File: config.mk
export PLATFORM = sky130hd
export DESIGN_NAME = wm_blend_top
export DESIGN_NICKNAME = d
export VERILOG_FILES = /design/src/rtl/wm_blend_pkg.sv /design/src/rtl/wm_coef_regs.sv /design/src/rtl/wm_seg_pick.sv /design/src/rtl/wm_blend_pipe.sv /design/src/rtl/wm_blend_top.sv
export SDC_FILE = /design/constraint.sdc
export NUM_CORES = 1
export LEC_CHECK = 0
export BUFFER_PORTS_ARGS = -buffer_cell sky130_fd_sc_hd__buf_2
export CORE_MARGIN = 3
export CORE_UTILIZATION = 50
export CTS_BUF_LIST = sky130_fd_sc_hd__clkbuf_4
export DETAILED_ROUTE_END_ITERATION = 7
export PLACE_DENSITY = 0.78
export SLEW_MARGIN = 20
export SYNTH_ARGS = -nofsm -noshare
export SYNTH_HDL_FRONTEND = slang
export SYNTH_HIERARCHICAL = 1
export SYNTH_SLANG_ARGS = --single-unit
File: constraint.sdc
create_clock -name clk -period 9 [get_ports clk]
set_input_delay 0.45 -clock clk [delete_from_list [all_inputs] [get_ports clk]]
set_output_delay 0.45 -clock clk [all_outputs]
set_load 0.05 [all_outputs]
File: src/rtl/wm_blend_pkg.sv
package wm_blend_pkg;

    localparam int PIX_W     = 8;
    localparam int NUM_SEG   = 4;
    localparam int NUM_WORDS = NUM_SEG + 1;
    localparam int ADDR_W    = $clog2(NUM_WORDS);
    localparam int MID_IDX   = NUM_SEG;
    localparam int LATENCY   = 3;

    typedef logic [PIX_W-1:0] pix_t;
    typedef logic [NUM_WORDS-1:0][PIX_W-1:0] words_t;

    // pipeline state: stage 1 products, stage 2 triple product, stage 3 result
    typedef struct packed {
        logic v1;
        pix_t h1;
        pix_t a1;
        pix_t b1;
        logic v2;
        pix_t h2;
        pix_t p2;
        logic v3;
        pix_t o3;
    } pipe_t;

    // unsigned fractional multiply, fraction bits = PIX_W, truncated
    function automatic pix_t frac_mul(input pix_t x, input pix_t y);
        logic [2*PIX_W-1:0] prod;
        prod = x * y;
        return prod[2*PIX_W-1:PIX_W];
    endfunction

    // power-up contents of the constant store
    function automatic pix_t rst_word(input int idx);
        case (idx)
            0:       return 8'd87;
            1:       return 8'd56;
            2:       return 8'd48;
            3:       return 8'd44;
            default: return 8'd128;
        endcase
    endfunction

endpackage

File: src/rtl/wm_coef_regs.sv
module wm_coef_regs
    import wm_blend_pkg::*;
(
    input  logic              clk,
    input  logic              rst,
    input  logic              we_i,
    input  logic [ADDR_W-1:0] addr_i,
    input  pix_t              wdata_i,
    output pix_t              rdata_o,
    output words_t            words_o
);

    localparam logic [ADDR_W-1:0] LAST_ADDR = ADDR_W'(NUM_WORDS - 1);

    words_t words_d, words_q;

    always_comb begin
        words_d = words_q;
        if (we_i && (addr_i <= LAST_ADDR)) begin
            words_d[addr_i] = wdata_i;
        end
    end

    always_ff @(posedge clk) begin
        if (rst) begin
            for (int i = 0; i < NUM_WORDS; i++) begin
                words_q[i] <= rst_word(i);
            end
        end else begin
            words_q <= words_d;
        end
    end

    assign rdata_o = (addr_i <= LAST_ADDR) ? words_q[addr_i] : '0;
    assign words_o = words_q;

    // out-of-range writes leave the store untouched
    assert_oob_write_ignored_R2: assert property (@(posedge clk) disable iff (rst)
        (we_i && (addr_i > LAST_ADDR)) |=> $stable(words_q));

    // an in-range write lands at its address
    assert_write_lands_R2: assert property (@(posedge clk) disable iff (rst)
        (we_i && (addr_i <= LAST_ADDR)) |=> (words_q[$past(addr_i)] == $past(wdata_i)));

endmodule

File: src/rtl/wm_seg_pick.sv
module wm_seg_pick
    import wm_blend_pkg::*;
#(
    parameter pix_t EDGE_LO = 8'd63,
    parameter pix_t EDGE_HI = 8'd191
) (
    input  pix_t   pix_i,
    input  words_t words_i,
    output pix_t   coef_o
);

    localparam int NUM_BND = NUM_SEG - 1;

    pix_t [NUM_BND-1:0] bound;
    logic [NUM_BND-1:0] at_or_below;

    assign bound[0] = EDGE_LO;
    assign bound[1] = words_i[MID_IDX];
    assign bound[2] = EDGE_HI;

    genvar g;
    generate
        for (g = 0; g < NUM_BND; g++) begin : g_cmp
            assign at_or_below[g] = (pix_i <= bound[g]);
        end
    endgenerate

    // lowest matching boundary wins; none matching selects the top segment
    always_comb begin
        coef_o = words_i[NUM_SEG-1];
        for (int i = NUM_BND - 1; i >= 0; i--) begin
            if (at_or_below[i]) begin
                coef_o = words_i[i];
            end
        end
    end

endmodule

File: src/rtl/wm_blend_pipe.sv
module wm_blend_pipe
    import wm_blend_pkg::*;
(
    input  logic clk,
    input  logic rst,
    input  logic flush_i,
    input  logic valid_i,
    input  pix_t host_i,
    input  pix_t mark_i,
    input  pix_t strength_i,
    input  pix_t coef_i,
    output logic valid_o,
    output pix_t pix_o
);

    pipe_t st_d, st_q;
    logic [PIX_W:0] sum_w;

    always_comb begin
        st_d  = st_q;
        sum_w = {1'b0, st_q.h2} + {1'b0, st_q.p2};

        // stage 1: slope x host, strength x watermark
        st_d.v1 = valid_i & ~flush_i;
        if (valid_i) begin
            st_d.h1 = host_i;
            st_d.a1 = frac_mul(coef_i, host_i);
            st_d.b1 = frac_mul(strength_i, mark_i);
        end

        // stage 2: product of the two partial products
        st_d.v2 = st_q.v1 & ~flush_i;
        if (st_q.v1) begin
            st_d.h2 = st_q.h1;
            st_d.p2 = frac_mul(st_q.a1, st_q.b1);
        end

        // stage 3: saturating add back onto the host level
        st_d.v3 = st_q.v2 & ~flush_i;
        if (st_q.v2) begin
            st_d.o3 = sum_w[PIX_W] ? '1 : sum_w[PIX_W-1:0];
        end
    end

    always_ff @(posedge clk) begin
        if (rst) begin
            st_q <= '0;
        end else begin
            st_q <= st_d;
        end
    end

    assign valid_o = st_q.v3;
    assign pix_o   = st_q.o3;

    // a product of two fractions never exceeds either factor
    assert_prod_bound_R4: assert property (@(posedge clk) disable iff (rst)
        (st_q.v1 && !flush_i) |=> (st_q.p2 <= $past(st_q.a1)));

    // the blended result never wraps below the host level
    assert_no_wrap_R8: assert property (@(posedge clk) disable iff (rst)
        (st_q.v2 && !flush_i) |=> (st_q.o3 >= $past(st_q.h2)));

endmodule

File: src/rtl/wm_blend_top.sv
module wm_blend_top
    import wm_blend_pkg::*;
#(
    parameter pix_t EDGE_LO = 8'd63,
    parameter pix_t EDGE_HI = 8'd191
) (
    input  logic              clk,
    input  logic              rst,
    input  logic              flush_i,
    input  logic              pix_valid_i,
    input  logic [PIX_W-1:0]  host_pix_i,
    input  logic [PIX_W-1:0]  mark_pix_i,
    input  logic [PIX_W-1:0]  strength_i,
    input  logic              cfg_we_i,
    input  logic [ADDR_W-1:0] cfg_addr_i,
    input  logic [PIX_W-1:0]  cfg_wdata_i,
    output logic [PIX_W-1:0]  cfg_rdata_o,
    output logic              blend_valid_o,
    output logic [PIX_W-1:0]  blend_pix_o
);

    words_t words;
    pix_t   coef;

    wm_coef_regs u_coef_regs (
        .clk     (clk),
        .rst     (rst),
        .we_i    (cfg_we_i),
        .addr_i  (cfg_addr_i),
        .wdata_i (cfg_wdata_i),
        .rdata_o (cfg_rdata_o),
        .words_o (words)
    );

    wm_seg_pick #(
        .EDGE_LO (EDGE_LO),
        .EDGE_HI (EDGE_HI)
    ) u_seg_pick (
        .pix_i   (host_pix_i),
        .words_i (words),
        .coef_o  (coef)
    );

    wm_blend_pipe u_pipe (
        .clk        (clk),
        .rst        (rst),
        .flush_i    (flush_i),
        .valid_i    (pix_valid_i),
        .host_i     (host_pix_i),
        .mark_i     (mark_pix_i),
        .strength_i (strength_i),
        .coef_i     (coef),
        .valid_o    (blend_valid_o),
        .pix_o      (blend_pix_o)
    );

    // every result traces back to an accepted pixel three edges earlier
    assert_latency_R5: assert property (@(posedge clk) disable iff (rst)
        blend_valid_o |-> $past(pix_valid_i, LATENCY));

    // no result survives a flush in any of the three preceding edges
    assert_flush_window_R7: assert property (@(posedge clk) disable iff (rst)
        blend_valid_o |-> (!$past(flush_i, 1) && !$past(flush_i, 2) && !$past(flush_i, 3)));

    // the edge after a flush carries no valid result
    assert_flush_clears_R7: assert property (@(posedge clk) disable iff (rst)
        flush_i |=> !blend_valid_o);

endmodule

# == Word-level counts from Yosys, hierarchy flattened ==
# Cells that the tools add are included.
# totals
register_bits,91
input_bits,40
out_inout_bits,17
wordCells,40
# op_classes
addsub,1
mul,3
order_cmp,6
muxes,10
n_bitwise,4
reduce_logical,2
# op_table
operator,n
$mux 8,7
$mul 8x8->16,3
$bwmux 40,1
$bmux 8 s3,1
$demux 8 s3,1
$add 8x8->9,1
$le 8x6->1 const B,1
$le 8x8->1,1
$le 8x8->1 const B,1
$lt 3x4->1 const B,1
$and 1x1->1,3
$ge 3x1->1 const B,1
$le 3x3->1 const B,1
$logic_and 1x1->1,2
$not 1->1,1

# == Longest topological paths before layout ==
# logic_depth
word_depth,5
ltp_mapped,25
depth_no_buf,24

# == Hierarchy ==
# Netlist, hierarchy kept.
# modules_own_cells
mod,instances,cells_each,area_each_um2,seq_area_each_um2
wm_blend_pipe,1,837,7729.9,1021.0
wm_coef_regs,1,184,1838.0,800.8
wm_seg_pick,1,85,573.0,0.0

# == Least setup slack after synthesis ==
# Ideal clock, no wire load.
# synth_path
path_type,input to register
start,in host_pix_i[5]
end,reg u_pipe/st_q[41] (netlist bit)
setup_ns,0.086
arrival_time_ns,5.663
t_required_ns,8.914
setup_slack_ns,3.251
path_stages,23
path_buffers,1
path_cell_list,ha_1 > a211oi_2 > o21ai_1 > and3b_1 > buf_6 > o31ai_1 > a21oi_1 > nand2_1 > fa_1 > fa_1 > inv_1 > fa_1 > inv_1 > fa_1 > inv_1 > ha_1 > a21o_1 > a21oi_1 > o221ai_2 > a211oi_2 > o21bai_1 > xnor2_1 > a211oi_1
# synth_via
elab_chain_cells,5
elab_cells_between_ends,7
# synth_lines
element,line_no,source
"start, declared",wm_blend_top.sv:11,"input logic [PIX_W-1:0] host_pix_i,"
$le 8x8->1,wm_seg_pick.sv:24,assign at_or_below[g] = (pix_i <= bound[g]);
$mux 8 (2 in series),wm_seg_pick.sv:32,if (at_or_below[i]) begin
$mux 8 (*),wm_seg_pick.sv:32,
named net coef[0],wm_blend_top.sv:23,pix_t coef;
$mul 8x8->16 (*),wm_blend_pkg.sv:29,prod = x * y;
"end signal, assigned",wm_blend_pipe.sv:49,st_q <= st_d;
"end, declared",wm_blend_pipe.sv:16,"pipe_t st_d, st_q;"
# Mark *: on every way through the listed nets, which the timed path passes. The rest lies on a longest branch.
# A chain may end at the register's enable or synchronous reset.

# == Worst setup path in the final report ==
# layout_path
start,"reg u_coef_regs.words_q, in the netlist u_coef_regs/words_o[38]"
end,reg u_pipe/st_q[41] (netlist bit)
# layout_via
elab_chain_cells,4
# layout_lines
element,line_no,source
"start, declared",wm_coef_regs.sv:15,"words_t words_d, words_q;"
"start signal, assigned by index",wm_coef_regs.sv:27,words_q[i] <= rst_word(i);
"start signal, assigned",wm_coef_regs.sv:30,words_q <= words_d;
$le 8x8->1,wm_seg_pick.sv:24,
$mux 8 (2 in series),wm_seg_pick.sv:32,
named net coef[0],wm_blend_top.sv:23,
$mul 8x8->16,wm_blend_pkg.sv:29,
# The timed path passes the listed nets, and every way through them passes these cells.

==> impl_metrics.toml <==
[status]
run_status = "complete, no violations"

[pwr]
power.total_w = 0.00194
power.static_leakage_nw = 5.16
power.density_mw_per_mm2 = 183
irDropWorstVdd_mv = 0.136

[die]
dieWidth_microns = 148
starting_density_pct = 51.4
floorplan.core_area_sq_mm = 0.0197
top_level_pins = 57
dieArea_sq_mm = 0.0220
die-height_microns = 148
fp-row-count = 51

[worst_setup_path]
worst_setup_path_startpoint = "u_coef_regs/words_o[38]$_SDFFE_PP0P_"
cp-start-kind = "flip-flop"
slowest_delay_ns = 0.55
worst-endpoint-required_ns = 9.40
critical_path_class = "flip-flop to flip-flop"
worst_ep_arrival_time_ns = 6.83
rr_startpoint = "u_coef_regs/words_o[38]$_SDFFE_PP0P_"
cp_cell_sequence = "inv_1 > ha_1 > o21ai_0 > o21ai_1 > and3b_1 > o31ai_1 > a21oi_1 > nand2_1 > fa_1 > fa_1 > inv_1 > fa_1 > inv_1 > fa_1 > inv_1 > ha_1 > a21o_1 > a21oi_1 > o221ai_2 > a211oi_2 > o21bai_1 > xnor2_1 > a211oi_1"
critPathSlowestCell = "sky130_fd_sc_hd__fa_1"
critical_path.max_fanout = 8
setup.worst_path.end_class = "flip-flop"

[logic_synthesis]
synth.yosys.seq_area_share_pct = 18.0
ys_ff_latch = 91
synth_cell_type_count = 69
synthesis.nets = 1367
postSynthCellCount = 1106
syn_area_per_cell_sq_um = 9.17
yosysWarningCount = 6
synth_edf_count = 0
yosys_most_used_dff = "sky130_fd_sc_hd__dfxtp_1"
synthArstFlopShare_pct = 0
mappedNetlistArea_sq_mm = 0.0101

[detailed_routing]
post_drt_via_cell_ratio = 5.36
drc_errors = 0
drt_iter0_drc = 413
drt_pre_antenna_iters = 5
routed_wire_length_per_instance_microns = 14.8
wl_mm = 20.8
detailroute.via_count = 7526
drt.antenna.violating_nets = 0

[timing]
final_min_period_over_clock_period_pct = 71.4
worst_slew_margin_rel_pct = 34.8
post-route-min-period_ns = 6.43
worst_clock_skew_ns = 0.0337
final_hold_viol_count = 0
transition_time_of_the_tightest_slew_check_pin_ns = 0.976
grt_setup_unrepaired = "false"
final.setup.worst_slack_ns = 2.57
timing.fmax_ghz = 0.156
pins_over_their_slew_limit = 0
fin_setup_tns_ns = 0
setup_viol_count_final = 0

[clock_tree]
postCtsSetupBuffers = 0
clkSlewWorstSetupHoldPaths_ns = 0.18
clock_path_buffers = 2
cts_repair_resize_count = 0
cts_max_level = 3
cts-root-buf = "sky130_fd_sc_hd__clkbuf_4"
clock_sink_count = 91
tritoncts = "done"
worstSkewPairLatency_ns = 0.48
cts_made_buffers = 9
post_cts_hold_buffer_count = 0

[global_route]
grt_start_max_net_pins = 98
antenna_found_initial = 1
grt_remaining_overflow = 0
via_count_of_the_first_global_routing_pass = 7526
grt_pass1_wl_mm = 35.8
grt_usage_pct = 19.5

[finish]
commonest_cells_after_routing_fill_and_taps_aside = "sky130_fd_sc_hd__inv_1 (137), sky130_fd_sc_hd__and2_1 (134), sky130_fd_sc_hd__ha_1 (115)"
area_growth_syn_to_layout_pct = 4.76
design.final.nets = 1396
antenna-diode-count = 0
proportion_of_layout_cells_with_a_drive_suffix_above_1_pct = 9.12
layout_commonest_cell = "sky130_fd_sc_hd__inv_1"
num-fill-cells = 1752

[min_path]
hold_path_class = "primary input to flip-flop"
timing.hold.worst.start = "cfg_wdata_i[7]"

[placed_design]
hpwlAfterDp_mm = 16.3
place_worst_setup_slack_ns = 2.31
routability_cong = 0.899
numPortBuffers = 56

[run]
cap_viol_max_count = 0
[worst max-delay path: cells and delay by family, from the launching register on]
kind | cells | cell delay (ns)
buffers and inverters | 4 | 0.22
AO/OA/AOI/OAI | 10 | 2.23
adder cells (fa/ha/maj) | 6 | 2.76
AND/OR/NAND/NOR | 2 | 0.58
XOR/XNOR | 1 | 0.13
flip-flops | 1 | 0.41
[per-stage QoR]
stage | instance area [sq um] | cells | hold slack, ns | util, %
3_5_place_dp | 10500 | 1389 | 0.480 | 53.2
2_1_floorplan | 10100 | 1106 | 0.460 | -
5_1_grt | 10600 | 1405 | 0.208 | 53.9
4_1_cts | 10600 | 1405 | 0.211 | 53.9
3_3_place_gp | 10500 | 1389 | 0.476 | 53.2
6_report | 10600 | 1405 | 0.250 | 53.9
[cells in the mapped netlist, types with 7 or more instances]
library cell | count | area, sq um
sky130_fd_sc_hd__clkbuf_1 | 13 | 48.8
sky130_fd_sc_hd__nor2_1 | 103 | 387
sky130_fd_sc_hd__inv_1 | 137 | 514
sky130_fd_sc_hd__nand3_1 | 10 | 50.1
sky130_fd_sc_hd__mux2_2 | 7 | 78.8
sky130_fd_sc_hd__xnor2_1 | 16 | 140
sky130_fd_sc_hd__ha_1 | 115 | 1440
sky130_fd_sc_hd__a22oi_1 | 7 | 52.6
sky130_fd_sc_hd__and2_1 | 134 | 838
sky130_fd_sc_hd__or3_1 | 9 | 56.3
sky130_fd_sc_hd__nand2_1 | 58 | 218
sky130_fd_sc_hd__mux2i_1 | 70 | 701
sky130_fd_sc_hd__buf_4 | 11 | 82.6
sky130_fd_sc_hd__nor3_1 | 17 | 85.1
sky130_fd_sc_hd__a21oi_1 | 42 | 210
sky130_fd_sc_hd__dfxtp_1 | 91 | 1820
sky130_fd_sc_hd__a21o_1 | 9 | 67.6
sky130_fd_sc_hd__o21ai_0 | 10 | 50.1
sky130_fd_sc_hd__fa_1 | 106 | 2120
sky130_fd_sc_hd__xor2_1 | 14 | 123
sky130_fd_sc_hd__o21ai_1 | 8 | 40.0
sky130_fd_sc_hd__a211oi_1 | 16 | 120
sky130_fd_sc_hd__o31ai_1 | 11 | 82.6
[sequential cells by signal, summed over array words and instances, names as in the netlist]
| register | cells |
|---|---|
| u_pipe/st_q | 42 |
| u_coef_regs/words_o | 40 |
| u_pipe/pix_o | 8 |
| u_pipe/valid_o | 1 |
[routing by layer]
layer  up-vias  GRT usage, %  share of wire [%]
li1       3722             -                  -
met1      3591          27.3                 47
met2       187          31.8                 46
met3        24          3.08                5.2
met4         2          4.99                1.5
met5         -             0              0.034
[power by group]
group          leakage [nW]  switching (W)  internal [W]
sequential            0.741      0.0000569      0.000435
combinational          4.34       0.000687      0.000539
clock                0.0753       0.000161     0.0000647
[layout make-up]
class,count,area [sq um],area share [%]
inverters,138,518,4.88
repair buffers,57,288,2.71
multi-input cells,838,7530,70.9
flip-flops and latches,91,1820,17.1
well taps,265,332,3.12
clock buffers,9,67.6,0.636
clock inverters,7,66.3,0.624
[logic make-up after synthesis]
| kind of cell | after synthesis | share of synthesized area (%) |
|---|---|---|
| AOI/OAI and AO/OA | 139 | 9.35 |
| muxes | 78 | 7.83 |
| adders and majority gates | 221 | 35.1 |
| and+or+nand+nor | 370 | 19.4 |
| DFF | 91 | 18.0 |
| xor gates and xnor gates | 30 | 2.59 |
| buffers and inverters | 177 | 7.77 |
[worst paths after layout]
check / to / slack, ns / depth (start not counted)
worst max-delay path: u_pipe/st_q[41]$_SDFFE_PP0P_ / 2.57 / 23
worst min-delay path: u_coef_regs/words_o[39]$_SDFFE_PP1P_ / 0.25 / 2
worst max register to register: u_pipe/st_q[41]$_SDFFE_PP0P_ / 2.57 / 23
worst min register to register: u_pipe/pix_o[1]$_SDFFE_PP0P_ / 0.49 / 2
(Power assumes the default switching activity.)
